--- src/rtl/fizzline_pkg.sv ---
// Shared character codes and helpers for the FizzBuzz line generator.
// Assumes a 16-entry glyph set, with digits on codes 0..9.
package fizzline_pkg;
    localparam int CHAR_W     = 4;
    localparam int LINE_CHARS = 8;
    localparam int LINE_W     = CHAR_W * LINE_CHARS;

    typedef logic [CHAR_W-1:0] glyph_t;

    localparam glyph_t GL_B     = 4'd10;
    localparam glyph_t GL_F     = 4'd11;
    localparam glyph_t GL_I     = 4'd12;
    localparam glyph_t GL_U     = 4'd13;
    localparam glyph_t GL_Z     = 4'd14;
    localparam glyph_t GL_BLANK = 4'd15;

    // Convert a small non-negative integer into up to eight packed BCD digits.
    function automatic logic [31:0] to_bcd(input int value);
        logic [31:0] r;
        int v;
        r = '0;
        v = value;
        for (int i = 0; i < 8; i++) begin
            r[i*4 +: 4] = 4'(v % 10);
            v = v / 10;
        end
        return r;
    endfunction
endpackage

--- src/rtl/mod_step_counter.sv ---
// Cyclic counter modulo MOD that steps with the number sequence.
// restart_i reloads the value 1, matching the number 1 that the sequence restarts on.
// Assumes MOD >= 2; zero_o flags divisibility of the current number.
module mod_step_counter #(
    parameter int MOD = 3,
    localparam int W  = (MOD > 2) ? $clog2(MOD) : 1
) (
    input  logic         clk,
    input  logic         rst_n,
    input  logic         step_i,
    input  logic         restart_i,
    output logic [W-1:0] val_o,
    output logic         zero_o
);
    localparam logic [W-1:0] TOP = W'(MOD - 1);

    // Residue register: reset and restart load 1, a step advances it cyclically.
    always_ff @(posedge clk) begin
        if (!rst_n || restart_i) begin
            val_o <= W'(1);
        end else if (step_i) begin
            val_o <= (val_o == TOP) ? '0 : val_o + W'(1);
        end
    end

    assign zero_o = (val_o == '0);
endmodule

--- src/rtl/bcd_chain.sv ---
// Chain of NDIG decimal digit counters, with the ones digit at the bottom.
// step_i adds one to the number; restart_i loads the value 1.
// Assumes step_i and restart_i are never high together.
module bcd_chain #(
    parameter int NDIG = 3
) (
    input  logic              clk,
    input  logic              rst_n,
    input  logic              step_i,
    input  logic              restart_i,
    output logic [NDIG*4-1:0] digits_o
);
    logic [NDIG:0] carry;

    assign carry[0] = step_i;

    for (genvar d = 0; d < NDIG; d++) begin : g_dig
        localparam logic [3:0] LOAD = (d == 0) ? 4'd1 : 4'd0;
        logic [3:0] val;

        // One decimal digit: it advances on an incoming carry and wraps 9 to 0.
        always_ff @(posedge clk) begin
            if (!rst_n || restart_i) begin
                val <= LOAD;
            end else if (carry[d]) begin
                val <= (val == 4'd9) ? 4'd0 : val + 4'd1;
            end
        end

        assign carry[d+1]       = carry[d] && (val == 4'd9);
        assign digits_o[d*4 +: 4] = val;
    end
endmodule

--- src/rtl/line_composer.sv ---
// Builds the eight-character line from the BCD number and the divisibility flags.
// Purely combinational. Positions are numbered from 0, and position p sits at bits [4p+3:4p].
// Assumes NDIG <= LINE_CHARS.
module line_composer
    import fizzline_pkg::*;
#(
    parameter int NDIG = 3
) (
    input  logic [NDIG*4-1:0] digits_i,
    input  logic              fizz_i,
    input  logic              buzz_i,
    output logic [LINE_W-1:0] line_o
);
    localparam int KW = $clog2(LINE_CHARS);

    glyph_t ch [LINE_CHARS];

    // Choose a word or the left-justified decimal number with leading zeros suppressed.
    always_comb begin : pick
        logic [KW-1:0] k;
        logic          lead;
        k    = '0;
        lead = 1'b0;
        for (int i = 0; i < LINE_CHARS; i++) ch[i] = GL_BLANK;
        if (fizz_i || buzz_i) begin
            if (fizz_i) begin
                ch[0] = GL_F; ch[1] = GL_I; ch[2] = GL_Z; ch[3] = GL_Z;
            end
            if (buzz_i) begin
                ch[fizz_i ? 4 : 0] = GL_B;
                ch[fizz_i ? 5 : 1] = GL_U;
                ch[fizz_i ? 6 : 2] = GL_Z;
                ch[fizz_i ? 7 : 3] = GL_Z;
            end
        end else begin
            for (int d = NDIG - 1; d >= 0; d--) begin
                if (lead || (digits_i[d*4 +: 4] != 4'd0) || (d == 0)) begin
                    ch[k] = digits_i[d*4 +: 4];
                    k     = k + 1'b1;
                    lead  = 1'b1;
                end
            end
        end
    end

    // Pack the character positions into the flat line vector.
    always_comb begin
        for (int i = 0; i < LINE_CHARS; i++) line_o[i*CHAR_W +: CHAR_W] = ch[i];
    end
endmodule

--- src/rtl/fizzline_gen.sv ---
// FizzBuzz text line generator: one number per advance strobe, from 1 up to SEQ_LAST, then back to 1.
// It uses BCD digit counters and mod-3/mod-5 residue counters, so no divider is needed.
// Assumes adv_i is synchronous to clk; the outputs change on the edge that samples adv_i high.
module fizzline_gen
    import fizzline_pkg::*;
#(
    parameter int NDIG     = 3,
    parameter int SEQ_LAST = 100
) (
    input  logic              clk,
    input  logic              rst_n,
    input  logic              adv_i,
    output logic [LINE_W-1:0] line_o,
    output logic [NDIG*4-1:0] digits_o
);
    localparam logic [31:0]       LAST_ALL = to_bcd(SEQ_LAST);
    localparam logic [NDIG*4-1:0] LAST_BCD = LAST_ALL[NDIG*4-1:0];

    logic at_last;
    logic step;
    logic restart;
    logic fizz;
    logic buzz;
    logic [1:0] m3_val;
    logic [2:0] m5_val;

    // Sequence control: step normally, or restart when the last number is on show.
    always_comb begin
        at_last = (digits_o == LAST_BCD);
        step    = adv_i && !at_last;
        restart = adv_i && at_last;
    end

    bcd_chain #(.NDIG(NDIG)) u_num (
        .clk       (clk),
        .rst_n     (rst_n),
        .step_i    (step),
        .restart_i (restart),
        .digits_o  (digits_o)
    );

    mod_step_counter #(.MOD(3)) u_m3 (
        .clk       (clk),
        .rst_n     (rst_n),
        .step_i    (step),
        .restart_i (restart),
        .val_o     (m3_val),
        .zero_o    (fizz)
    );

    mod_step_counter #(.MOD(5)) u_m5 (
        .clk       (clk),
        .rst_n     (rst_n),
        .step_i    (step),
        .restart_i (restart),
        .val_o     (m5_val),
        .zero_o    (buzz)
    );

    line_composer #(.NDIG(NDIG)) u_comp (
        .digits_i (digits_o),
        .fizz_i   (fizz),
        .buzz_i   (buzz),
        .line_o   (line_o)
    );
endmodule

--- config.mk ---
export PLATFORM = sky130hd
export DESIGN_NAME = fizzline_gen
export DESIGN_NICKNAME = d
export VERILOG_FILES = /design/src/rtl/fizzline_pkg.sv /design/src/rtl/mod_step_counter.sv /design/src/rtl/bcd_chain.sv /design/src/rtl/line_composer.sv /design/src/rtl/fizzline_gen.sv
export SDC_FILE = /design/constraint.sdc
export NUM_CORES = 1
export LEC_CHECK = 0
export ABC_AREA = 1
export BUFFER_PORTS_ARGS = -buffer_cell sky130_fd_sc_hd__buf_2
export CORE_ASPECT_RATIO = 1.1
export CORE_MARGIN = 3
export CORE_UTILIZATION = 53
export CTS_CLUSTER_DIAMETER = 120
export DETAILED_ROUTE_END_ITERATION = 16
export MAX_ROUTING_LAYER = met4
export PLACE_DENSITY = 0.92
export RECOVER_POWER = 100
export SLEW_MARGIN = 20
export SYNTH_ARGS = -nofsm -noshare
export SYNTH_HDL_FRONTEND = slang
export SYNTH_SLANG_ARGS = --single-unit
--- constraint.sdc ---
create_clock -name clk -period 2.9 [get_ports clk]
set_input_delay 0.29 -clock clk [delete_from_list [all_inputs] [get_ports clk]]
set_output_delay 0.29 -clock clk [all_outputs]
set_load 0.05 [all_outputs]
==> metrics.txt <==
Die H 58.3 µm; Synth cell types 36; worst-path fanout max 9; Boundary Pins 47; P_leak 0.000591 µW; Critical Path End Type output pin; Reg clk slew, reported paths 0.10 ns; multi-input logic area 734 µm²; final core occ 0.590; # rows 18; vias in the first global route 1051; Main synth FF type dfxtp_1; cts hold-fix bufs 0; most common library cells after synthesis nand2_1, nor2_1, inv_1, buf_4, dfxtp_1; CP Launch Point u_m5.val_o[0]; reg-to-reg slack, setup 0.84 ns; crit start category register; final period utilization 0.861; Final TNS setup 0 ns; vias per cell 5.00; async set-reset flop share out of synthesis 0; later-pin clock latency in the skew report 0.30 ns; FF+latch count, synth 17; Worst Hold Path Cells 2; peak supply drop between 0.3 and 0.4 mV; sequential fraction of the synthesis area 0.259; pwr/cell area 432 nW/µm²; Cell Area, Synth 1320 µm²; Crit path required time 2.61 ns; maximum clock insertion buffer count 2; MaxCap Viol Count 0; top-area cell type share of the netlist area 0.259; WHS Endpoint u_num.g_dig[0].val[0]; die area 3120 µm²; unrepaired setup endpoints after global routing no; starting density of the core 0.573; synth top area cells dfxtp_1, buf_4, nand2_1, nor2_1, inv_1; Post-synth EDFFs 0; Reg area 340 µm²; crit path DAT 2.21 ns; Final Critical Period 2.50 ns; Area Growth Syn to Fin 2.95%; Synth Area per Inst around 7 µm²; RePlAce Congestion about 0.9; Synth Warn # 0; biggest area consumer among synthesized cells dfxtp_1; Wirelength per Cell 11.3 µm; largest net degree at the start of global routing 12; Worst Setup Path Type register to output pin; FILL cells 240; Clock H-tree levels 1; Clock Skew 0.00204 ns; worst slew pin tran 0.603 ns; TritonCTS buffer count 3; Routed Antenna Nets 0; reg-to-reg startpoint u_num.g_dig[2].val[1]; Root Driver clkbuf_4; final wirelength 2770 µm; CTS tree built; drt first pass iters 4; hold_ws 0.162 ns; diodes inserted 0; reg2reg path depth 9; via count around 1200; most common cell in the synthesized netlist nand2_1; Fin. Hold Viols 0; dpl hpwl 2150 µm; CTS resizes 0; final setup fails 0; clock sinks 17; die width 53.5 µm; Total Routing Usage GR 0.202; Slew headroom 0.600; status finished, final reports clean; Overflow after GRT 0; Post CTS Setup Buffer Count 0; port bufs 32; DRT iter0 DRCs 57; Final Max Tran Viols 0; global-route wire length before repair 4580 µm; Hold Crit Class input port to register; core box area 2300 µm²; nets@finish about 220; initial antenna violation count 0; FMAX 401 MHz; share of layout cells above drive strength 1 0.116; worst hold start rst_n; Cells after Synth 188; RR Endpoint u_num.g_dig[1].val[3]; drc violations 0
[flip-flops by register name, indices dropped and copies added (netlist names)]
register,count
u_m3.val_o,2
u_m5.val_o,3
u_num.g_dig.val,12
[how the worst max path moves through the flow]
stage / to / slack [ns] / cells past startpoint
finish: line_o[6] / 0.40 / 9
global placement: line_o[7] / 1.01 / 9
detailed placement: line_o[7] / 0.98 / 9
CTS: line_o[7] / 0.62 / 9
floorplan: line_o[2] / 0.09 / 6
global route: line_o[6] / 0.21 / 9
[routing by layer]
layer | up-vias | track usage | part of all wire | wire length, µm
met5 | - | - | 0 | 0
met4 | 0 | 0.113 | 0.020 | 55
met3 | 5 | 0.0231 | 0.073 | 203
met2 | 51 | 0.287 | 0.45 | 1240
met1 | 548 | 0.273 | 0.46 | 1270
li1 | 625 | - | - | -
[layout make-up]
type / count / share of cell area
Sequential cell: 17 / 0.251
Clock buffer: 4 / 0.0194
Tap cell: 30 / 0.0277
Multi-Input combinational cell: 138 / 0.542
Inverter: 25 / 0.0693
Timing Repair Buffer: 32 / 0.0905
[where the power goes]
| group | switching (µW) | internal (µW) | leakage, µW |
|---|---|---|---|
| combinational | 169 | 32.2 | 0.000437 |
| sequential | 11.0 | 243 | 0.000139 |
| clock | 76.5 | 53.7 | 0.0000150 |
| total | 257 | 328 | 0.000591 |
[cell families after synthesis]
logic type                 share of synthesized area
buffers and inverters                          0.202
adders and majority gates                     0.0190
other                                        0.00285
AOI/OAI and AO/OA                              0.184
xor gates and xnor gates                      0.0200
DFF                                            0.259
and+or+nand+nor                                0.314
[per-stage QoR]
step	cells	cell area, µm²	setup WS (ns)	total power, µW
after floorplan	201	1370	0.0852	453
after global placement	242	1390	1.01	467
after detailed placement	242	1390	0.983	468
after CTS	246	1420	0.623	596
after global routing	246	1360	0.213	615
final	246	1360	0.404	585
[critical path, cell delays in order (launching register included)]
cell and delay [ns]:
dfxtp_1 0.34, inv_1 0.08, ha_1 0.19, inv_1 0.05, nor2_1 0.11, inv_1 0.07, nand2_1 0.10, clkinv_1 0.22
a32oi_1 0.27, clkbuf_1 0.49
[cells in the final DEF, fill, tap and decap left out, types with 3 or more instances in the layout]
master,instances
nand2_2,4
clkbuf_1,31
o21ai_0,10
inv_1,22
conb_1,14
xor2_1,3
dfxtp_1,17
nand2_1,37
a21oi_2,4
nand3_1,6
clkbuf_4,3
a21oi_1,8
nor2_1,25
Note: power is estimated with default switching activity, not from simulation.
